**config.mk**
```make
export PLATFORM = sky130hd
export DESIGN_NAME = gpio_share_top
export DESIGN_NICKNAME = d
export VERILOG_FILES = /design/src/rtl/gpio_share_pkg.sv /design/src/rtl/core_pin_regs.sv /design/src/rtl/pin_merge.sv /design/src/rtl/in_sync.sv /design/src/rtl/gpio_share_top.sv
export SDC_FILE = /design/constraint.sdc
export NUM_CORES = 1
export LEC_CHECK = 0
export ABC_AREA = 1
export CAP_MARGIN = 20
export CELL_PAD_IN_SITES_DETAIL_PLACEMENT = 1
export CELL_PAD_IN_SITES_GLOBAL_PLACEMENT = 1
export CORE_AREA = 2 2 655 657
export CTS_CLUSTER_DIAMETER = 120
export DETAILED_ROUTE_END_ITERATION = 16
export DIE_AREA = 0 0 657 659
export DONT_BUFFER_PORTS = 1
export GPL_TIMING_DRIVEN = 0
export PLACE_DENSITY_LB_ADDON = 0.1
export SLEW_MARGIN = 25
export SYNTH_ARGS = -nofsm -noshare
export SYNTH_HDL_FRONTEND = slang
export SYNTH_SLANG_ARGS = --single-unit
export TNS_END_PERCENT = 5
```
**constraint.sdc**
```tcl
create_clock -name clk -period 2.19 [get_ports clk]
set_input_delay 0.438 -clock clk [delete_from_list [all_inputs] [get_ports clk]]
set_output_delay 0.438 -clock clk [all_outputs]
set_load 0.01 [all_outputs]
```
**src/rtl/gpio_share_pkg.sv**
```systemverilog
package gpio_share_pkg;
  localparam int unsigned DEF_CORES = 8;
  localparam int unsigned DEF_PINS  = 32;
  localparam int unsigned SYNC_DEPTH = 2;

  // Apply a masked write to a register word.
  function automatic logic [DEF_PINS-1:0] masked_merge(
    input logic [DEF_PINS-1:0] old_v,
    input logic [DEF_PINS-1:0] new_v,
    input logic [DEF_PINS-1:0] msk
  );
    return (new_v & msk) | (old_v & ~msk);
  endfunction
endpackage

```
**src/rtl/core_pin_regs.sv**
```systemverilog
module core_pin_regs #(
  parameter int unsigned PIN_W = 32
) (
  input  logic             clk,
  input  logic             rst_n,
  input  logic             out_we,
  input  logic [PIN_W-1:0] out_wdata,
  input  logic [PIN_W-1:0] out_wmask,
  input  logic             dir_we,
  input  logic [PIN_W-1:0] dir_wdata,
  input  logic [PIN_W-1:0] dir_wmask,
  output logic [PIN_W-1:0] out_q,
  output logic [PIN_W-1:0] dir_q,
  output logic [PIN_W-1:0] gated
);
  logic [PIN_W-1:0] out_d, dir_d;

  always_comb begin
    out_d = (out_wdata & out_wmask) | (out_q & ~out_wmask);
    dir_d = (dir_wdata & dir_wmask) | (dir_q & ~dir_wmask);
  end

  always_ff @(posedge clk or negedge rst_n) begin
    if (!rst_n) begin
      out_q <= '0;
    end else if (out_we) begin
      out_q <= out_d;
    end
  end

  always_ff @(posedge clk or negedge rst_n) begin
    if (!rst_n) begin
      dir_q <= '0;
    end else if (dir_we) begin
      dir_q <= dir_d;
    end
  end

  // a core without direction set contributes nothing to the pin
  assign gated = out_q & dir_q;
endmodule

```
**src/rtl/pin_merge.sv**
```systemverilog
module pin_merge #(
  parameter int unsigned N_CORES = 8,
  parameter int unsigned PIN_W   = 32
) (
  input  logic [N_CORES*PIN_W-1:0] dir_all,
  input  logic [N_CORES*PIN_W-1:0] gated_all,
  output logic [PIN_W-1:0]         oe,
  output logic [PIN_W-1:0]         lvl
);
  always_comb begin
    oe  = '0;
    lvl = '0;
    for (int c = 0; c < int'(N_CORES); c++) begin
      oe  = oe  | dir_all[c*PIN_W +: PIN_W];
      lvl = lvl | gated_all[c*PIN_W +: PIN_W];
    end
  end
endmodule

```
**src/rtl/in_sync.sv**
```systemverilog
module in_sync #(
  parameter int unsigned PIN_W = 32,
  parameter int unsigned DEPTH = 2
) (
  input  logic             clk,
  input  logic             rst_n,
  input  logic [PIN_W-1:0] d,
  output logic [PIN_W-1:0] q
);
  logic [PIN_W-1:0] stage_q [DEPTH];
  logic [PIN_W-1:0] stage_d [DEPTH];

  always_comb begin
    stage_d[0] = d;
    for (int i = 1; i < int'(DEPTH); i++) stage_d[i] = stage_q[i-1];
  end

  generate
    for (genvar i = 0; i < int'(DEPTH); i++) begin : g_stage
      always_ff @(posedge clk or negedge rst_n) begin
        if (!rst_n) stage_q[i] <= '0;
        else        stage_q[i] <= stage_d[i];
      end
    end
  endgenerate

  assign q = stage_q[DEPTH-1];
endmodule

```
**src/rtl/gpio_share_top.sv**
```systemverilog
module gpio_share_top
  import gpio_share_pkg::*;
#(
  parameter int unsigned N_CORES = DEF_CORES,
  parameter int unsigned PIN_W   = DEF_PINS
) (
  input  logic                     clk,
  input  logic                     rst_n,
  input  logic [N_CORES-1:0]       wr_out_en,
  input  logic [N_CORES*PIN_W-1:0] wr_out_data,
  input  logic [N_CORES*PIN_W-1:0] wr_out_mask,
  input  logic [N_CORES-1:0]       wr_dir_en,
  input  logic [N_CORES*PIN_W-1:0] wr_dir_data,
  input  logic [N_CORES*PIN_W-1:0] wr_dir_mask,
  input  logic [PIN_W-1:0]         pad_in,
  output logic [PIN_W-1:0]         pad_oe,
  output logic [PIN_W-1:0]         pad_do,
  output logic [PIN_W-1:0]         pin_rd,
  output logic [N_CORES*PIN_W-1:0] core_out_rd,
  output logic [N_CORES*PIN_W-1:0] core_dir_rd
);
  localparam int unsigned BUS_W = N_CORES * PIN_W;

  logic [BUS_W-1:0] gated_all;

  generate
    for (genvar c = 0; c < int'(N_CORES); c++) begin : g_core
      core_pin_regs #(.PIN_W(PIN_W)) u_regs (
        .clk       (clk),
        .rst_n     (rst_n),
        .out_we    (wr_out_en[c]),
        .out_wdata (wr_out_data[c*PIN_W +: PIN_W]),
        .out_wmask (wr_out_mask[c*PIN_W +: PIN_W]),
        .dir_we    (wr_dir_en[c]),
        .dir_wdata (wr_dir_data[c*PIN_W +: PIN_W]),
        .dir_wmask (wr_dir_mask[c*PIN_W +: PIN_W]),
        .out_q     (core_out_rd[c*PIN_W +: PIN_W]),
        .dir_q     (core_dir_rd[c*PIN_W +: PIN_W]),
        .gated     (gated_all[c*PIN_W +: PIN_W])
      );
    end
  endgenerate

  pin_merge #(.N_CORES(N_CORES), .PIN_W(PIN_W)) u_merge (
    .dir_all   (core_dir_rd),
    .gated_all (gated_all),
    .oe        (pad_oe),
    .lvl       (pad_do)
  );

  in_sync #(.PIN_W(PIN_W), .DEPTH(SYNC_DEPTH)) u_sync (
    .clk   (clk),
    .rst_n (rst_n),
    .d     (pad_in),
    .q     (pin_rd)
  );
endmodule

```
# ---- Yosys cells after proc, flatten, opt, wreduce, memory -nomap -nowiden
# Cells that the tools add are included.
dict set report totals {
  out_inout_bits 608
  word_cells 104
  in_bits 1074
  reg_bits 576
}
dict set report classes {
  bitwise_logic 86
}
# cell count
set ops {}
lappend ops {{32-bit bitwise AND} 40}
lappend ops {{32-bit OR} 30}
lappend ops {{32-bit NOT} 16}

# ---- Depth between registers and ports, before layout
dict set report depth {
  word_depth 8
  depth_mapped 5
  mapped_depth_nobuf 4
}

# ---- Cells and area by module
# Synthesis repeated with hierarchy kept, for this count alone.
dict set report hier_totals {
  cells_unflattened 4208
  area_unflattened_um2 29528.3
}
# mod area_per_inst_um2 n_inst cells_per_inst
set by_module_without_submodules {}
lappend by_module_without_submodules {core_pin_regs 3040.4 8 398}
lappend by_module_without_submodules {pin_merge 3603.5 1 960}
lappend by_module_without_submodules {in_sync 1601.5 1 64}

# ---- Worst setup path before layout
# No wires, ideal clock.
dict set report synth_path {
  kind {flip-flop to output port}
  from {register (tool-made name)}
  to {output pad_do[0]}
  n_path_buf 0
  t_arrival_ns 0.711
  required_time_ns 1.752
  path_stages_with_launch 5
  path_slack_ns 1.041
  cell_sequence {dfrtp_1 > nand2_1 > nand2_1 > nor2_1 > nand2_1}
}
# item line_no
set synth_rtl {}
lappend synth_rtl {{end: declaration} gpio_share_top.sv:17} ;# output logic [PIN_W-1:0] pad_do,

==> flow_summary.toml <==
[cts]
cts_setup_buffers = 0
cts-root-buf = "clkbuf_16"
clk_pin_slew_ns = 0.06
cts_tree = "built"
hold_buffers = 1488
clk_path_buf_depth = 4
htree_levels = 3
worstSkewPairLatency_ns = 0.84
cts-buffers-inserted = 105
cts_sinks = 576

[yosys]
async_reset_ff_share_pct = 100
synth.avg_cell_area_sq_um = 7.92
netlist_top_cells_count = "nand2_1 (1952), dfrtp_1 (576), nand3_1 (472)"
synth_edf_count = 0
ys_ff_latch = 576
synth_cells = 3376
synth_top_area_cell = "dfrtp_1"
yosysMostFrequentCell = "nand2_1"
yosysSeqAreaShare_pct = 53.9
synth.distinct_cells = 9
syn_nets = 4450
synthDominantCellAreaShare_pct = 53.9
synth_area_sq_mm = 0.0267
yosys_warnings = 0
ys.flop_type = "dfrtp_1"
synth_area_leaders = "dfrtp_1 (54%), nand2_1 (27%), nand3_1 (8.8%)"

[global_routing]
grt_max_degree = 104
overflow = 0
grt_pass1_vias = 35100
antenna_found_initial = 175
grt_usage_pct = 15.2
grt_pass1_wl_um = 419000

[worst_setup_path]
cpMaxStageDelayCell = "dfrtp_4"
crit_path_max_incr_delay_ns = 0.61
startpoint_type = "register"
arrival_ns = 2.13
path_buf_inv = 1
crit_family = "flip-flops"
crit_fanout = 4
cp_cell_sequence = "nor2_4, nand4_1, buf_8"
required_ns = 1.75
critPathCaptureType = "output port"
path_class = "reg -> out"

[sta]
finalSetupViolCount = 51
tightest_slew_ns = 0.880
hold_viol = 293
fin_tns_setup_ns = -5.95
timing.final.ws_setup_ns = -0.375
hold_ws_ns = -0.706
max_freq_ghz = 0.390
slew_headroom_pct = 41.4
finalCritPeriodShare_pct = 117
finalClockSkew_ns = 0.00730
slew_viol_final = 0
period_needed_ns = 2.56
rsz0062_at_grt = "yes"

[pwr]
p_sw_mw = 15.2
p_leak_nw = 21.8
sw_frac_of_total_pct = 37.3
power_mw = 40.9
p_int_mw = 25.6
vdd.ir_drop.worst_mv = 0.598
combinationalPowerShare_pct = 19.2
p_per_area_mw_per_mm2 = 763
pwr-share-seq_pct = 39.3
p_clk_share_pct = 41.4

[drt]
via_count = 32700
via_per_inst = 3.02
routed_wl_um = 339000
first_pass_iters = 5
first_iter_violations = 1760
final_antenna_net_count = 0
wl_per_cell_um = 31.4
drc = 0

[status]
violations = "negative hold slack, negative setup slack"
status = "finished, violations left"

[die]
die-area_sq_mm = 0.433
die_x_um = 657
core_sq_mm = 0.426
start_util_pct = 6.28
die_y_um = 659
num_rows = 240
io_pins = 1682

[finish]
syn_to_final_growth_pct = 100
postLayoutCoreUtil_pct = 12.6
instances_no_fill = 10800
fillers = 50400
fin_nets = 6051
drive_gt1_share_pct = 15.1

[placed_design]
gp_congestion = 0.881
hpwl_um = 278000
dp_cells = 9069
io_buffers = 0

[flow_run]
cap_viol_max_count = 0

[min_path]
holdCritPathClass = "in -> async"
==> layout by cell type, fill, tap and decap left out, drive strengths merged, types with 5 or more instances in the layout <==
| master | n |
|---|---|
| nand3 | 512 |
| clkinvlp | 6 |
| inv | 5 |
| buf | 118 |
| nand4 | 32 |
| dfrtp | 576 |
| nand2 | 1952 |
| diode | 73 |
| nor2 | 192 |
| clkinv | 13 |
| dlygate4sd3 | 1488 |
| clkbuf | 158 |
==> cells by family after synthesis <==
group / synth area share (%)
buffers and inverters: 4.93
DFF: 53.9
and+or+nand+nor: 41.2
==> routing by layer <==
layer	wire length [um]	global-route usage (%)	vias to the layer above	share of wire [%]
li1	-	-	14100	-
met5	568	0	-	0.17
met2	168000	26.8	1376	49
met3	32000	5.99	369	9.4
met1	130000	17.1	16700	38
met4	8740	3.54	78	2.6
==> final cells by class <==
type                            instances  area [sq um]  share of cell area (%)
Antenna cell                           73           183                   0.341
Tap cell                             5687          7120                    13.3
Multi-Input combinational cell       2688         11800                    22.0
Sequential cell                       576         14800                    27.6
Buffer                                112          1320                    2.46
Clock inverter                         27           285                   0.533
Clock buffer                          158          3020                    5.63
Timing Repair Buffer                 1494         15000                    28.1
==> path summary, 6_finish.rpt <==
check / cells after the start / slack [ns] / endpoint
max: 3 / -0.37 / pad_oe[12]
min: 0 / -0.71 / u_sync.q[11]
max reg2reg: 3 / 0.74 / register
min reg2reg: 0 / 0.34 / u_sync.q[5]
max in group asynchronous: 3 / 0.76 / async pin
min in group clk: 5 / 0.11 / register
==> per-stage QoR <==
step / hold slack, ns / setup slack, ns / instance area, sq um
2_1_floorplan: 0.142 / 1.04 / 26700
3_3_place_gp: 0.159 / -0.703 / 33900
3_5_place_dp: 0.145 / -0.495 / 34000
4_1_cts: -0.844 / -0.584 / 53100
5_1_grt: -0.811 / -0.531 / 53400
6_report: -0.706 / -0.375 / 53600
==> repair_timing <==
item / in CTS / in global routing
pin swaps: 40 / 22
gates resized for setup: 409 / 126
hold endpoints to repair: 837 / 293
setup endpoints to repair: 108 / 64
==> power groups by stage <==
stage | registers, mW | logic (mW) | clock network, mW
global route | 16.3 | 8.68 | 18.2
detailed placement | 16.2 | 4.70 | 0
floorplan | 13.6 | 2.39 | 0
global placement | 16.2 | 4.38 | 0
finish | 16.1 | 7.85 | 16.9
CTS | 16.2 | 7.94 | 18.0
Note: power is estimated with default switching activity, not from simulation.
